`config.mk`:
```
export PLATFORM = sky130hd
export DESIGN_NAME = mbox_pair
export DESIGN_NICKNAME = d
export VERILOG_FILES = /design/src/rtl/mbx_pkg.sv /design/src/rtl/mbx_fifo.sv /design/src/rtl/mbx_port_dec.sv /design/src/rtl/mbx_flags.sv /design/src/rtl/mbox_pair.sv
export SDC_FILE = /design/constraint.sdc
export NUM_CORES = 1
export LEC_CHECK = 0
export ABC_AREA = 0
export BUFFER_PORTS_ARGS = -buffer_cell sky130_fd_sc_hd__buf_4
export CORE_MARGIN = 2
export CORE_UTILIZATION = 45
export CTS_CLUSTER_DIAMETER = 100
export DETAILED_ROUTE_END_ITERATION = 8
export SYNTH_ARGS = -nofsm -noshare
export SYNTH_HDL_FRONTEND = slang
export SYNTH_HIERARCHICAL = 1
export SYNTH_SLANG_ARGS = --single-unit
```
`constraint.sdc`:
```
create_clock -name clk -period 5.7 [get_ports clk]
set_clock_uncertainty 0.05 [all_clocks]
set_input_delay 0.285 -clock clk [delete_from_list [all_inputs] [get_ports clk]]
set_output_delay 0.285 -clock clk [all_outputs]
set_load 0.02 [all_outputs]
```
`src/rtl/mbx_pkg.sv`:
```
package mbx_pkg;
    localparam int NCORE = 2;
    localparam int NPORT = 2;
    localparam int AW    = 2;

    typedef enum logic [AW-1:0] {
        A_STAT = 2'd0,
        A_TX   = 2'd1,
        A_RX   = 2'd2,
        A_NONE = 2'd3
    } mbx_addr_e;

    localparam int ST_VLD = 0;
    localparam int ST_RDY = 1;
    localparam int ST_WOF = 2;
    localparam int ST_ROE = 3;

    typedef enum logic [1:0] {
        F_EMPTY = 2'd0,
        F_PART  = 2'd1,
        F_FULL  = 2'd2
    } fifo_state_e;
endpackage

```
`src/rtl/mbx_fifo.sv`:
```
module mbx_fifo
    import mbx_pkg::*;
#(
    parameter int W     = 32,
    parameter int DEPTH = 8
) (
    input  logic                         clk,
    input  logic                         rst_n,
    input  logic                         push,
    input  logic                         pop,
    input  logic [W-1:0]                 wdata,
    output logic [W-1:0]                 head,
    output logic [$clog2(DEPTH+1)-1:0]   cnt,
    output logic                         empty,
    output logic                         full
);
    localparam int PW = (DEPTH > 1) ? $clog2(DEPTH) : 1;
    localparam int CW = $clog2(DEPTH+1);

    logic [W-1:0]  mem [DEPTH];
    logic [PW-1:0] wp_q, rp_q;
    logic [CW-1:0] cnt_q, cnt_d;
    fifo_state_e   state_q, state_d;

    function automatic logic [PW-1:0] bump(input logic [PW-1:0] p);
        return (p == PW'(DEPTH-1)) ? '0 : p + PW'(1);
    endfunction

    always_comb begin
        cnt_d   = cnt_q + CW'(push) - CW'(pop);
        state_d = state_q;
        unique case (state_q)
            F_EMPTY: if (push) state_d = (cnt_d == CW'(DEPTH)) ? F_FULL : F_PART;
            F_PART: begin
                if (cnt_d == '0)               state_d = F_EMPTY;
                else if (cnt_d == CW'(DEPTH))  state_d = F_FULL;
                else                           state_d = F_PART;
            end
            F_FULL:  if (pop && !push) state_d = (cnt_d == '0) ? F_EMPTY : F_PART;
            default: state_d = F_EMPTY;
        endcase
    end

    always_ff @(posedge clk) begin
        if (!rst_n) begin
            state_q <= F_EMPTY;
            cnt_q   <= '0;
            wp_q    <= '0;
            rp_q    <= '0;
        end else begin
            state_q <= state_d;
            cnt_q   <= cnt_d;
            if (push) wp_q <= bump(wp_q);
            if (pop)  rp_q <= bump(rp_q);
        end
    end

    always_ff @(posedge clk) begin
        if (push) mem[wp_q] <= wdata;
    end

    always_comb begin
        empty = (state_q == F_EMPTY);
        full  = (state_q == F_FULL);
        cnt   = cnt_q;
        head  = mem[rp_q];
    end
endmodule

```
`src/rtl/mbx_port_dec.sv`:
```
module mbx_port_dec
    import mbx_pkg::*;
(
    input  logic          sel,
    input  logic          wr,
    input  logic [AW-1:0] addr,
    output logic          tx_wr,
    output logic          rx_rd,
    output logic          st_wr
);
    always_comb begin
        tx_wr = 1'b0;
        rx_rd = 1'b0;
        st_wr = 1'b0;
        if (sel) begin
            unique case (mbx_addr_e'(addr))
                A_STAT:  st_wr = wr;
                A_TX:    tx_wr = wr;
                A_RX:    rx_rd = !wr;
                A_NONE:  ;
                default: ;
            endcase
        end
    end
endmodule

```
`src/rtl/mbx_flags.sv`:
```
module mbx_flags (
    input  logic clk,
    input  logic rst_n,
    input  logic set_wof,
    input  logic set_roe,
    input  logic clr,
    output logic wof,
    output logic roe
);
    always_ff @(posedge clk) begin
        if (!rst_n) begin
            wof <= 1'b0;
            roe <= 1'b0;
        end else begin
            if (set_wof)  wof <= 1'b1;
            else if (clr) wof <= 1'b0;
            if (set_roe)  roe <= 1'b1;
            else if (clr) roe <= 1'b0;
        end
    end
endmodule

```
`src/rtl/mbox_pair.sv`:
```
module mbox_pair
    import mbx_pkg::*;
#(
    parameter int W     = 32,
    parameter int DEPTH = 8
) (
    input  logic                      clk,
    input  logic                      rst_n,
    input  logic [NPORT-1:0]          bus_sel,
    input  logic [NPORT-1:0]          bus_wr,
    input  logic [NPORT-1:0]          bus_cid,
    input  logic [NPORT-1:0][AW-1:0]  bus_addr,
    input  logic [NPORT-1:0][W-1:0]   bus_wdata,
    output logic [NPORT-1:0][W-1:0]   bus_rdata,
    output logic [NCORE-1:0]          irq
);
    localparam int CW = $clog2(DEPTH+1);

    logic [NPORT-1:0] p_tx, p_rx, p_st;
    logic [NCORE-1:0] push_req, pop_req, st_clr;
    logic [NCORE-1:0] push_ok, pop_ok, full, empty;
    logic [NCORE-1:0] vld, rdy, wof, roe;
    logic [NCORE-1:0][W-1:0]  push_data, head;
    logic [NCORE-1:0][CW-1:0] cnt;

    for (genvar p = 0; p < NPORT; p++) begin : g_port
        mbx_port_dec u_dec (
            .sel   (bus_sel[p]),
            .wr    (bus_wr[p]),
            .addr  (bus_addr[p]),
            .tx_wr (p_tx[p]),
            .rx_rd (p_rx[p]),
            .st_wr (p_st[p])
        );

        always_comb begin
            bus_rdata[p] = '0;
            if (bus_sel[p] && !bus_wr[p]) begin
                unique case (mbx_addr_e'(bus_addr[p]))
                    A_STAT: begin
                        bus_rdata[p][ST_VLD] = vld[bus_cid[p]];
                        bus_rdata[p][ST_RDY] = rdy[bus_cid[p]];
                        bus_rdata[p][ST_WOF] = wof[bus_cid[p]];
                        bus_rdata[p][ST_ROE] = roe[bus_cid[p]];
                    end
                    A_RX:    bus_rdata[p] = empty[~bus_cid[p]] ? '0 : head[~bus_cid[p]];
                    A_TX:    ;
                    A_NONE:  ;
                    default: ;
                endcase
            end
        end
    end

    // Queue d is written by core d and drained by core 1-d.
    always_comb begin
        push_req  = '0;
        pop_req   = '0;
        st_clr    = '0;
        push_data = '0;
        for (int d = 0; d < NCORE; d++) begin
            for (int p = 0; p < NPORT; p++) begin
                if (p_tx[p] && bus_cid[p] == 1'(d)) begin
                    push_req[d]  = 1'b1;
                    push_data[d] = bus_wdata[p];
                end
                if (p_rx[p] && bus_cid[p] == 1'(NCORE-1-d)) pop_req[d] = 1'b1;
                if (p_st[p] && bus_cid[p] == 1'(d))         st_clr[d]  = 1'b1;
            end
        end
    end

    for (genvar d = 0; d < NCORE; d++) begin : g_q
        assign push_ok[d] = push_req[d] && !full[d];
        assign pop_ok[d]  = pop_req[d] && !empty[d];

        mbx_fifo #(.W(W), .DEPTH(DEPTH)) u_fifo (
            .clk   (clk),
            .rst_n (rst_n),
            .push  (push_ok[d]),
            .pop   (pop_ok[d]),
            .wdata (push_data[d]),
            .head  (head[d]),
            .cnt   (cnt[d]),
            .empty (empty[d]),
            .full  (full[d])
        );
    end

    for (genvar c = 0; c < NCORE; c++) begin : g_core
        localparam int RQ = NCORE - 1 - c;

        assign vld[c] = !empty[RQ];
        assign rdy[c] = !full[c];

        mbx_flags u_flags (
            .clk     (clk),
            .rst_n   (rst_n),
            .set_wof (push_req[c] && full[c]),
            .set_roe (pop_req[RQ] && empty[RQ]),
            .clr     (st_clr[c]),
            .wof     (wof[c]),
            .roe     (roe[c])
        );

        assign irq[c] = vld[c] | wof[c] | roe[c];
    end
endmodule

```
### Word level (Yosys, flattened, before mapping)

Memories as Yosys holds them, arrays and structs flattened. A register that Yosys moved wholly into a read port is not among the register bits.
Index checks and enable logic that the tools add are counted.
W data, S select, Z words.

| word-level totals | value |
|---|---|
| bits in registers | 28 |
| RAM bits | 512 |
| output and inout port bits | 66 |
| logic and storage cells | 184 |
| memories kept | 2 |

| operators by class | value |
|---|---|
| add/sub/neg operators | 8 |
| $lt $le $gt $ge | 4 |
| equality and inequality tests | 18 |
| multiplexer cells | 90 |
| bitwise gates (word level) | 6 |
| reductions and logical operators | 44 |

Memories:

| name | words | bits a word | read ports | clocked after Yosys merged registers in | wr ports | line | RTL |
|---|---|---|---|---|---|---|---|
| g_q[0].u_fifo.mem | 8 | 32 | 1 | 1 | 1 | mbx_fifo.sv:20 | `logic [W-1:0] mem [DEPTH];` |
| g_q[1].u_fifo.mem | 8 | 32 | 1 | 1 | 1 | mbx_fifo.sv:20 |  |

Operators with widths:

| operator | number |
|---|---|
| $mux W32 | 12 |
| $mux W1 | 56 |
| $mux W28 | 2 |
| $logic_and A1 B1 Y1 | 24 |
| $mux W3 | 8 |
| $mux W2 | 8 |
| $pmux W4 S2 | 2 |
| $add A3 B1 Y3 const B | 4 |
| $eq A3 B3 Y1 const B | 4 |
| $pmux W2 S3 | 2 |
| $add A4 B1 Y4 | 2 |
| $eq A2 B1 Y1 const B | 4 |
| $eq A2 B2 Y1 const B | 4 |
| $eq A4 B4 Y1 const B | 2 |
| $logic_not A1 Y1 | 8 |
| $logic_not A2 Y1 | 4 |
| $logic_not A4 Y1 | 2 |
| $lt A1 B2 Y1 const B | 4 |
| $reduce_bool A2 Y1 | 4 |
| $sub A4 B1 Y4 | 2 |
| $ne A2 B1 Y1 const B | 2 |
| $ne A2 B2 Y1 const B | 2 |
| $or A1 B1 Y1 | 4 |
| $reduce_and A2 Y1 | 2 |
| $not A1 Y1 | 2 |

### Depth between registers and ports, before layout

Gate-level depths: netlist of run 1.

| logic depth | value |
|---|---|
| depth in word-level cells | 13 |
| mapped depth | 13 |
| mapped depth without buffers | 12 |

### Modules after synthesis

The synthesis of run 1 kept the hierarchy.

Modules (own cells, without submodules):

| module | instances | cells an instance | area each (um^2) |
|---|---|---|---|
| mbx_fifo at g_q[1].u_fifo | 1 | 452 | 10513.8 |
| mbx_fifo at g_q[0].u_fifo | 1 | 452 | 10498.8 |
| mbox_pair | 1 | 279 | 2193.4 |
| mbx_flags | 2 | 6 | 67.6 |
| mbx_port_dec | 2 | 3 | 36.3 |

### Worst setup path after synthesis of run 1

Ideal clock, no wire load.

| path | value |
|---|---|
| path type | input to register |
| start point | input bus_cid[1] |
| end point | memory g_q[0].u_fifo.mem[4][0] (enable) |
| arrival time | 3.548 ns |
| data required time | 5.189 ns |
| path slack | 1.640 ns |
| stages | 6 |
| path buffers | 2 |
| cells stage by stage | buf_2 -> buf_2 -> nand2b_1 -> a21oi_1 -> nand2_1 -> nor3_1 |

| on the way | value |
|---|---|
| longest elaborated chain between the ends | 6 |

RTL lines:

| item | line | RTL |
|---|---|---|
| start: declaration | mbox_pair.sv:11 | `input logic [NPORT-1:0] bus_cid,` |
| $not A1 Y1 | mbox_pair.sv:63 | `if (p_tx[p] && bus_cid[p] == 1'(d)) begin` |
| $logic_and A1 B1 Y1 | mbox_pair.sv:63 |  |
| $mux W1 | mbox_pair.sv:63 |  |
| $logic_and A1 B1 Y1 | mbox_pair.sv:74 | `assign push_ok[d] = push_req[d] && !full[d];` |
| named net push_ok[0] | mbox_pair.sv:21 | `logic [NCORE-1:0] push_ok, pop_ok, full, empty;` |
| $mux W1 | mbx_fifo.sv:59 | `if (push) mem[wp_q] <= wdata;` |
| $mux W1 (not written as such) | mbx_fifo.sv:59 |  |
| end: declaration | mbx_fifo.sv:20 |  |

The timed path passes the listed nets, and every way through them passes these cells.

==> impl_metrics.env, run 1 <==
export IMPL_status="completed"
export IMPL_hp_class="input pin to flop"
export IMPL_cp_required_ns=5.37
export IMPL_layout_common_cells="512 x edfxtp_1, 167 x buf_4, 73 x mux2i_1, 67 x mux4_2, 65 x a22o_1"
export IMPL_drtIter0Drc=1109
export IMPL_gp_congestion=0.843
export IMPL_detail_route_vias_per_cell=5.85
export IMPL_period_share=0.685
export IMPL_endpoint_kind="primary output"
export IMPL_final_area_mm2=0.0268
export IMPL_wl_met3_um=4010
export IMPL_ios=142
export IMPL_synthTopCellsByArea="edfxtp_1 66%, mux4_1 6.8%, mux4_2 6.4%, mux2i_1 3.1%, dfxtp_1 2.9%"
export IMPL_grt_max_degree=65
export IMPL_synth_cells=1201
export IMPL_ys_seq_elements=546
export IMPL_cp_arrival_ns=3.57
export IMPL_max_stage_delay_ns=0.92
export IMPL_clockBufferDepth=3
export IMPL_place_hpwl_um=35900
export IMPL_clkPwrFrac=0.416
export IMPL_antenna_cells=0
export IMPL_cts_sinks=546
export IMPL_h_tree_depth=2
export IMPL_p_leak_nw=9.31
export IMPL_syn_area_per_cell_um2=19.5
export IMPL_final_nets=1450
export IMPL_worst_path_stages=6
export IMPL_crit_chain="buf_4, mux4_2, mux2_2, mux2i_1, nor2_4, buf_4"
export IMPL_synthArstFlopShare=0
export IMPL_synth_top_area_cell="edfxtp_1"
export IMPL_antenna_found_initial=1
export IMPL_synthesis_area_mm2=0.0234
export IMPL_p_sw_w=0.00161
export IMPL_synth_edf_count=512
export IMPL_topRoutingLayerUsed="met5"
export IMPL_post_drt_wl_per_cell_um=27.2
export IMPL_grt_pass1_vias=12067
export IMPL_maxCapViolations=0
export IMPL_routed_wl_met2_um=26200
export IMPL_r2r_end="g_q[1].u_fifo/state_q[0]$_SDFFE_PN0P_"
export IMPL_core_area_mm2=0.0514
export IMPL_routed_wl_um=56400
export IMPL_critical_path_top_delay_family="multiplexers"
export IMPL_grt_ovfl_total=0
export IMPL_clk_latency_ns=0.59
export IMPL_ys_types=51
export IMPL_reg2reg_from="g_q[1].u_fifo/state_q[0]$_SDFFE_PN0P_"
export IMPL_slew_headroom=0.177
export IMPL_cts_root_buf="clkbuf_16"
export IMPL_r2r_cells=9
export IMPL_p_sw_frac=0.201
export IMPL_cp_start_kind="flop"
export IMPL_grt_usage=0.212
export IMPL_antenna_left=0
export IMPL_syn_nets=1295
export IMPL_start_util=0.455
export IMPL_p_int_w=0.00637
export IMPL_post_cts_setup_buffers=0
export IMPL_firstDrtPassIters=7
export IMPL_pwr_share_seq=0.548
export IMPL_io_buffers=141
export IMPL_cp_common_cell="buf_4"
export IMPL_die_w_um=232
export IMPL_rsz0062_at_grt="false"
export IMPL_dieArea_mm2=0.0539
export IMPL_drive_gt1_frac=0.308
export IMPL_final_common_cell="edfxtp_1"
export IMPL_cts_made_buffers=54
export IMPL_grt_pass1_wl_um=82100
export IMPL_synth_ff_type="edfxtp_1"
export IMPL_syn2layout_area_growth_pct=14.6
export IMPL_setup_tns_ns=0
export IMPL_placementRows=83
export IMPL_critPathKind="flop to primary output"
export IMPL_setup_violations=0
export IMPL_cts_clk_slew_worst_paths_ns=0.06
export IMPL_dr_total_vias=12129
export IMPL_power_frac_comb=0.036
export IMPL_fill_cells=4129
export IMPL_die_height_um=232
export IMPL_hold_violations=0
export IMPL_power_density_mw_per_mm2=297
export IMPL_m1WireLength_um=25300
export IMPL_reg2reg_slack_ns=2.46
export IMPL_synth_top_area_share=0.657
export IMPL_placed_area_mm2=0.0252
export IMPL_tritoncts="built"
export IMPL_maxSlewViolCount=0
export IMPL_yosysSeqAreaShare=0.686
export IMPL_cp_slowest_cell="dfxtp_4"
export IMPL_synth_warnings=6
export IMPL_max_slew_worst_pin_slew_ns=1.23
export IMPL_fin_crit_ns=3.91
export IMPL_irDropWorstVdd_v=0.000246
export IMPL_route_detailed_drc=0
export IMPL_crit_buf_inv=2
export IMPL_fmax_ghz=0.256
export IMPL_cp_endpoint="bus_rdata[55]"
export IMPL_cp_max_fo=44
==> stage by stage <==
step / util / total power [W] / hold slack [ns] / setup WS, ns / cells
6_report: 0.522 / 0.00798 / 0.162 / 1.79 / 2074
5_1_grt: 0.522 / 0.00821 / 0.173 / 1.54 / 2074
3_3_place_gp: 0.490 / 0.00474 / 0.476 / 2.02 / 1979
3_5_place_dp: 0.490 / 0.00474 / 0.476 / 1.84 / 1979
2_1_floorplan: - / 0.00461 / 0.353 / 1.64 / 1201
4_1_cts: 0.522 / 0.00805 / 0.122 / 1.70 / 2074
==> worst reg2reg max path, cell delays in order (launching register included) <==
cell and delay (ns):
dfxtp_1 0.34, nor2_1 0.65, a21oi_1 0.30, ha_1 0.31, inv_1 0.09, ha_1 0.23
and3_1 0.19, or3_1 0.39, a2111oi_0 0.46, a311oi_1 0.10
==> registers in the layout (all words and copies together), names as in the netlist, named ones only <==
| signal | flops |
|---|---|
| g_q.u_fifo/mem | 512 |
| g_q.u_fifo/cnt | 8 |
| g_q.u_fifo/rp_q | 6 |
| g_q.u_fifo/wp_q | 6 |
| g_q.u_fifo/state_q | 4 |
| g_core.u_flags/roe | 2 |
| g_core.u_flags/wof | 2 |
==> Yosys cell counts (3+ instances only) <==
master,instances
a21oi_1,10
and2_1,7
o21a_1,6
dfxtp_1,34
and4bb_2,4
mux4_1,61
buf_6,15
mux2_4,8
nor2b_1,20
o21ai_0,7
mux2i_1,73
nor2_1,61
clkbuf_1,8
mux4_2,67
nand2b_1,13
buf_1,13
a21boi_0,3
inv_1,19
buf_4,8
buf_2,21
nor3_1,8
mux2_2,59
nand2_1,15
xnor2_1,4
buf_12,3
nor3b_1,3
edfxtp_1,512
and3_1,6
nor2_4,21
a22o_1,65
ha_1,16
o32a_1,3
==> worst min-delay path by stage <==
stage                                          start                               endpoint  slack (ns)  depth (start not counted)
2_1_floorplan                                  rst_n     g_core[0].u_flags/roe$_SDFFE_PN0P_        0.35                          1
3_3_place_gp   g_q[0].u_fifo/state_q[1]$_SDFFE_PN0P_  g_q[0].u_fifo/state_q[0]$_SDFFE_PN0P_        0.48                          2
3_5_place_dp   g_q[0].u_fifo/state_q[1]$_SDFFE_PN0P_  g_q[0].u_fifo/state_q[0]$_SDFFE_PN0P_        0.48                          2
4_1_cts                                bus_wdata[27]     g_q[0].u_fifo/mem[0][27]$_DFFE_PP_        0.12                          2
5_1_grt                                bus_wdata[15]     g_q[0].u_fifo/mem[7][15]$_DFFE_PP_        0.17                          2
6_report                               bus_wdata[27]     g_q[0].u_fifo/mem[2][27]$_DFFE_PP_        0.16                          2
==> area by class of cell <==
class / count / area (um^2) / area share
clock buffer: 69 / 1430 / 0.0533
multi-input combinational: 566 / 6930 / 0.258
inverter: 19 / 71.3 / 0.00266
sequential: 546 / 16100 / 0.599
tap: 680 / 851 / 0.0317
timing repair buffer: 169 / 1280 / 0.0479
clock inverter: 25 / 193 / 0.00718
==> power by group through the flow <==
stage | Sequential, W | Combinational [W] | Clock (W)
finish | 0.00437 | 0.000285 | 0.00332
global route | 0.00437 | 0.000304 | 0.00353
CTS | 0.00437 | 0.000285 | 0.00339
detailed placement | 0.00446 | 0.000283 | 0
global placement | 0.00446 | 0.000280 | 0
floorplan | 0.00445 | 0.000161 | 0
==> cell families after synthesis <==
family	share of synthesized area
flip-flops	0.686
buffers and inverters	0.0237
AO/OA/AOI/OAI	0.0369
multiplexers	0.199
AND/OR/NAND/NOR	0.0434
adder cells (fa/ha/maj)	0.0103
XOR/XNOR	0.00150
==> repair_timing <==
item	4_1_cts	5_1_grt
endpoints found under the hold margin	2	0
hold buffers	1	0
gates resized for setup	0	0
==> metal layers <==
layer | up-vias | GRT usage
li1 | 5254 | -
met5 | - | 0
met4 | 2 | 0.0469
met2 | 458 | 0.334
met3 | 61 | 0.0392
met1 | 6354 | 0.308
Power figures use the tool's default switching activity.
==> run 2, diff against run 1 <==
clock period = 3.1 ns   (was 5.7 ns; I/O delays follow)
==> impl_metrics.env, run 2 (same netlist as run 1, synthesis figures left out) <==
export IMPL_ios=142
export IMPL_regMostFlops="g_q.u_fifo/mem"
export IMPL_cp_arrival_ns=2.79
export IMPL_setup_tns_ns=0
export IMPL_fmax_ghz=0.334
export IMPL_power_density_mw_per_mm2=547
export IMPL_grt_ovfl_total=0
export IMPL_irDropWorstVdd_v=0.000462
export IMPL_routed_wl_um=57100
export IMPL_dp_cells=2002
export IMPL_fin_crit_ns=2.99
export IMPL_layout_common_cells="512 x edfxtp_1, 172 x buf_4, 73 x mux2i_1, 67 x mux4_2, 65 x a22o_1"
export IMPL_antenna_found_initial=6
export IMPL_post_layout_nonfiller_instances=2136
export IMPL_drive_gt1_frac=0.323
export IMPL_route_detailed_drc=0
export IMPL_core_area_mm2=0.0514
export IMPL_period_share=0.966
export IMPL_cts_sinks=546
export IMPL_detail_route_vias_per_cell=5.77
export IMPL_place_hpwl_um=35000
export IMPL_gp_congestion=0.833
export IMPL_p_leak_nw=9.71
export IMPL_hp_class="input pin to flop"
export IMPL_cts_root_buf="clkbuf_16"
export IMPL_endpoint_kind="primary output"
export IMPL_max_slew_worst_pin_slew_ns=1.14
export IMPL_hold_violations=0
export IMPL_clk_latency_ns=0.60
export IMPL_critPathKind="flop to primary output"
export IMPL_rsz0062_at_grt="false"
export IMPL_final_common_cell="edfxtp_1"
export IMPL_status="completed"
export IMPL_dr_total_vias=12323
export IMPL_post_drt_wl_per_cell_um=26.7
export IMPL_cp_required_ns=2.89
export IMPL_final_nets=1502
export IMPL_start_util=0.455
export IMPL_drtIter0Drc=1053
export IMPL_grt_usage=0.215
export IMPL_die_height_um=232
export IMPL_syn2layout_area_growth_pct=18.7
export IMPL_die_w_um=232
export IMPL_largest_reg_flops=512
export IMPL_grt_max_degree=39
export IMPL_cts_clk_slew_worst_paths_ns=0.06
export IMPL_cp_max_fo=6
export IMPL_maxCapViolations=0
export IMPL_h_tree_depth=2
export IMPL_slew_headroom=0.237
export IMPL_setup_violations=0
export IMPL_cp_start_kind="flop"
export IMPL_clockBufferDepth=3
export IMPL_placementRows=83
export IMPL_grt_pass1_vias=12498
export IMPL_dieArea_mm2=0.0539
export IMPL_hp_start="bus_wdata[5]"
export IMPL_io_buffers=141
export IMPL_cts_made_buffers=56
export IMPL_maxSlewViolCount=0
export IMPL_antenna_left=0
export IMPL_grt_pass1_wl_um=83000
export IMPL_reg2reg_from="g_q[1].u_fifo/state_q[1]$_SDFFE_PN0P_"
export IMPL_firstDrtPassIters=6
export IMPL_tritoncts="built"
run 2: cell type report:
type / instances / area, um^2
diodes: 2 / 5.00
clock buffers: 72 / 1500
clock inverters: 32 / 303
fillers: 4069 / 23600
inverters: 19 / 71.3
multi-input cells: 566 / 6960
flip-flops and latches: 546 / 16100
well taps: 680 / 851
repair buffers: 219 / 2040
run 2: what timing repair did:
action | CTS | global route
endpoints found under the setup margin | 32 | 10
hold buffers | 19 | 0
buffers inserted | 4 | 5
resized for setup | 3 | 0
pin swaps | 0 | 1
endpoints found under the hold margin | 98 | 0
gates cloned | 0 | 0
run 2: worst max-delay path, stage by stage (launching register included):
cell	delay, ns
dfxtp_4	0.44
buf_4	0.16
mux4_1	0.54
mux2_4	0.30
mux2i_1	0.41
nor2_1	0.14
buf_4	0.19
run 2: path summary, 6_finish.rpt:
path | end | slack, ns | depth (start not counted)
hold / removal | g_q[1].u_fifo/mem[7][5]$_DFFE_PP_ | 0.04 | 2
setup / recovery | bus_rdata[10] | 0.11 | 6
setup reg to reg | g_q[1].u_fifo/state_q[0]$_SDFFE_PN0P_ | 0.54 | 11
hold reg to reg | flop | 0.49 | 2
run 2: power by group:
| group | switching, W | total [W] | internal, W |
|---|---|---|---|
| registers | 0.0000164 | 0.00804 | 0.00802 |
| logic | 0.000307 | 0.000554 | 0.000247 |
| clock network | 0.00278 | 0.00661 | 0.00384 |
| total | 0.00310 | 0.0152 | 0.0121 |
run 2: metal layers:
metal  up-vias  GRT usage  share of wire
met4         8     0.0525          0.021
met2       447      0.340           0.47
met1      6395      0.293           0.43
li1       5382          -              -
met3        91     0.0659          0.085
met5         -          0        0.00088
run 2: through the flow:
| step | util | power, W | cell area [um^2] | setup slack, ns | hold WS [ns] |
|---|---|---|---|---|---|
| after floorplan | - | 0.00848 | 23400 | 0.0235 | 0.223 |
| after global placement | 0.500 | 0.00872 | 25700 | 0.311 | 0.474 |
| after detailed placement | 0.500 | 0.00872 | 25700 | 0.287 | 0.478 |
| after CTS | 0.540 | 0.0153 | 27700 | 0.0403 | 0.00185 |
| after global routing | 0.541 | 0.0157 | 27800 | 0.0177 | 0.0400 |
| final | 0.541 | 0.0152 | 27800 | 0.105 | 0.0373 |
==> run 3, diff against run 2 <==
CORE_ASPECT_RATIO = 0.8   (was default)
CORE_UTILIZATION = 48   (was 45)
PLACE_DENSITY = 0.68   (was default)
==> impl_metrics.env, run 3 (same netlist as run 1, synthesis figures left out) <==
export IMPL_cts_clk_slew_worst_paths_ns=0.06
export IMPL_clockBufferDepth=3
export IMPL_fmax_ghz=0.329
export IMPL_seqCellArea_mm2=0.0161
export IMPL_grt_max_degree=40
export IMPL_endpoint_kind="primary output"
export IMPL_regMostFlops="g_q.u_fifo/mem"
export IMPL_antenna_found_initial=2
export IMPL_routed_wl_um=56000
export IMPL_io_buffers=141
export IMPL_placementRows=72
export IMPL_setup_tns_ns=0
export IMPL_critPathKind="flop to primary output"
export IMPL_tritoncts="built"
export IMPL_drtIter0Drc=1062
export IMPL_p_leak_nw=9.53
export IMPL_place_hpwl_um=35400
export IMPL_maxCapViolations=0
export IMPL_firstDrtPassIters=5
export IMPL_ios=142
export IMPL_final_nets=1484
export IMPL_post_layout_nonfiller_instances=2061
export IMPL_reg2reg_from="g_q[1].u_fifo/state_q[1]$_SDFFE_PN0P_"
export IMPL_slew_headroom=0.171
export IMPL_gp_congestion=0.821
export IMPL_clk_latency_ns=0.57
export IMPL_antenna_left=0
export IMPL_cts_root_buf="clkbuf_16"
export IMPL_syn2layout_area_growth_pct=16.7
export IMPL_hp_start="bus_wdata[0]"
export IMPL_status="completed"
export IMPL_cp_start_kind="flop"
export IMPL_r2r_cells=11
export IMPL_fill_cells=3642
export IMPL_cp_arrival_ns=2.83
export IMPL_grt_usage=0.221
export IMPL_grt_pass1_wl_um=81700
export IMPL_die_height_um=202
export IMPL_irDropWorstVdd_v=0.000423
export IMPL_setup_violations=0
export IMPL_layout_common_cells="512 x edfxtp_1, 183 x buf_4, 70 x mux2i_1, 68 x mux4_2, 65 x a22o_1"
export IMPL_r2r_end="g_q[1].u_fifo/state_q[0]$_SDFFE_PN0P_"
export IMPL_h_tree_depth=2
export IMPL_hp_class="input pin to flop"
export IMPL_cts_sinks=546
export IMPL_post_drt_wl_per_cell_um=27.2
export IMPL_largest_reg_flops=512
export IMPL_cp_max_fo=8
export IMPL_min_to="g_q[0].u_fifo/mem[2][0]$_DFFE_PP_"
export IMPL_start_util=0.485
export IMPL_max_slew_worst_pin_slew_ns=1.24
export IMPL_rsz0062_at_grt="true"
export IMPL_reg2reg_slack_ns=0.33
export IMPL_cts_made_buffers=52
export IMPL_dp_cells=1956
export IMPL_antenna_cells=0
export IMPL_multiInputGateArea_mm2=0.00698
export IMPL_dieArea_mm2=0.0506
export IMPL_drive_gt1_frac=0.327
export IMPL_holdPathStages=2
export IMPL_hold_violations=0
export IMPL_grt_pass1_vias=12259
export IMPL_power_density_mw_per_mm2=536
export IMPL_grt_ovfl_total=0
export IMPL_core_area_mm2=0.0483
export IMPL_die_w_um=251
export IMPL_dp_slack_ns=0.208
export IMPL_route_detailed_drc=0
export IMPL_fin_crit_ns=3.04
export IMPL_cp_required_ns=2.89
export IMPL_detail_route_vias_per_cell=6.00
export IMPL_maxSlewViolCount=0
export IMPL_dr_total_vias=12367
export IMPL_fin_ws_ns=0.0626
export IMPL_final_common_cell="edfxtp_1"
export IMPL_period_share=0.980
[run 3: per-layer routing]
metal  global-route usage  vias to the layer above  share of wire
li1                     -                     5324              -
met1                0.332                     6452           0.45
met2                0.345                      520           0.46
met3               0.0419                       67          0.081
met4               0.0381                        4          0.013
met5                    0                        -        0.00038
[run 3: layout make-up]
type                            instances  share of cell area
Timing Repair Buffer                  205              0.0659
Tap cell                              629              0.0288
Sequential cell                       546               0.588
Clock inverter                         30             0.00815
Inverter                               19             0.00261
Multi-Input combinational cell        566               0.255
Clock buffer                           66              0.0511
[run 3: worst max-delay path by stage]
stage	from	endpoint	slack [ns]	cells past startpoint
3_3_place_gp	bus_addr[1]	g_q[0].u_fifo/state_q[1]$_SDFFE_PN0P_	0.25	13
4_1_cts	flop	bus_rdata[38]	0.002	6
6_report	flop	bus_rdata[0]	0.06	6
2_1_floorplan	bus_cid[1]	g_q[0].u_fifo/mem[7][0]$_DFFE_PP_	0.02	6
3_5_place_dp	bus_addr[3]	g_q[1].u_fifo/state_q[0]$_SDFFE_PN0P_	0.21	12
5_1_grt	flop	bus_rdata[33]	-0.007	7
[run 3: what timing repair did]
item,CTS,global route
gates resized for setup,2,6
setup endpoints to repair,2,16
endpoints found under the hold margin,40,0
buffers inserted,0,7
hold buffers,2,0
pin swaps,0,1
[run 3: per-stage QoR]
stage	cell area, um^2	hold slack [ns]	util	power (W)
after detailed placement	25600	0.482	0.530	0.00872
after global placement	25600	0.467	0.530	0.00871
after CTS	27200	0.00197	0.564	0.0147
after global routing	27300	0.0250	0.566	0.0150
after floorplan	23400	0.223	-	0.00848
final	27300	0.0200	0.566	0.0146
[run 3: power by group]
group / internal (W) / switching, W
sequential: 0.00802 / 0.0000172
clock: 0.00343 / 0.00265
combinational: 0.000235 / 0.000301
[run 3: critical path, stage by stage, from the launching register on]
cell	delay, ns
dfxtp_4	0.46
buf_4	0.16
mux4_1	0.54
mux2_2	0.32
mux2i_1	0.45
a21oi_1	0.15
buf_4	0.18
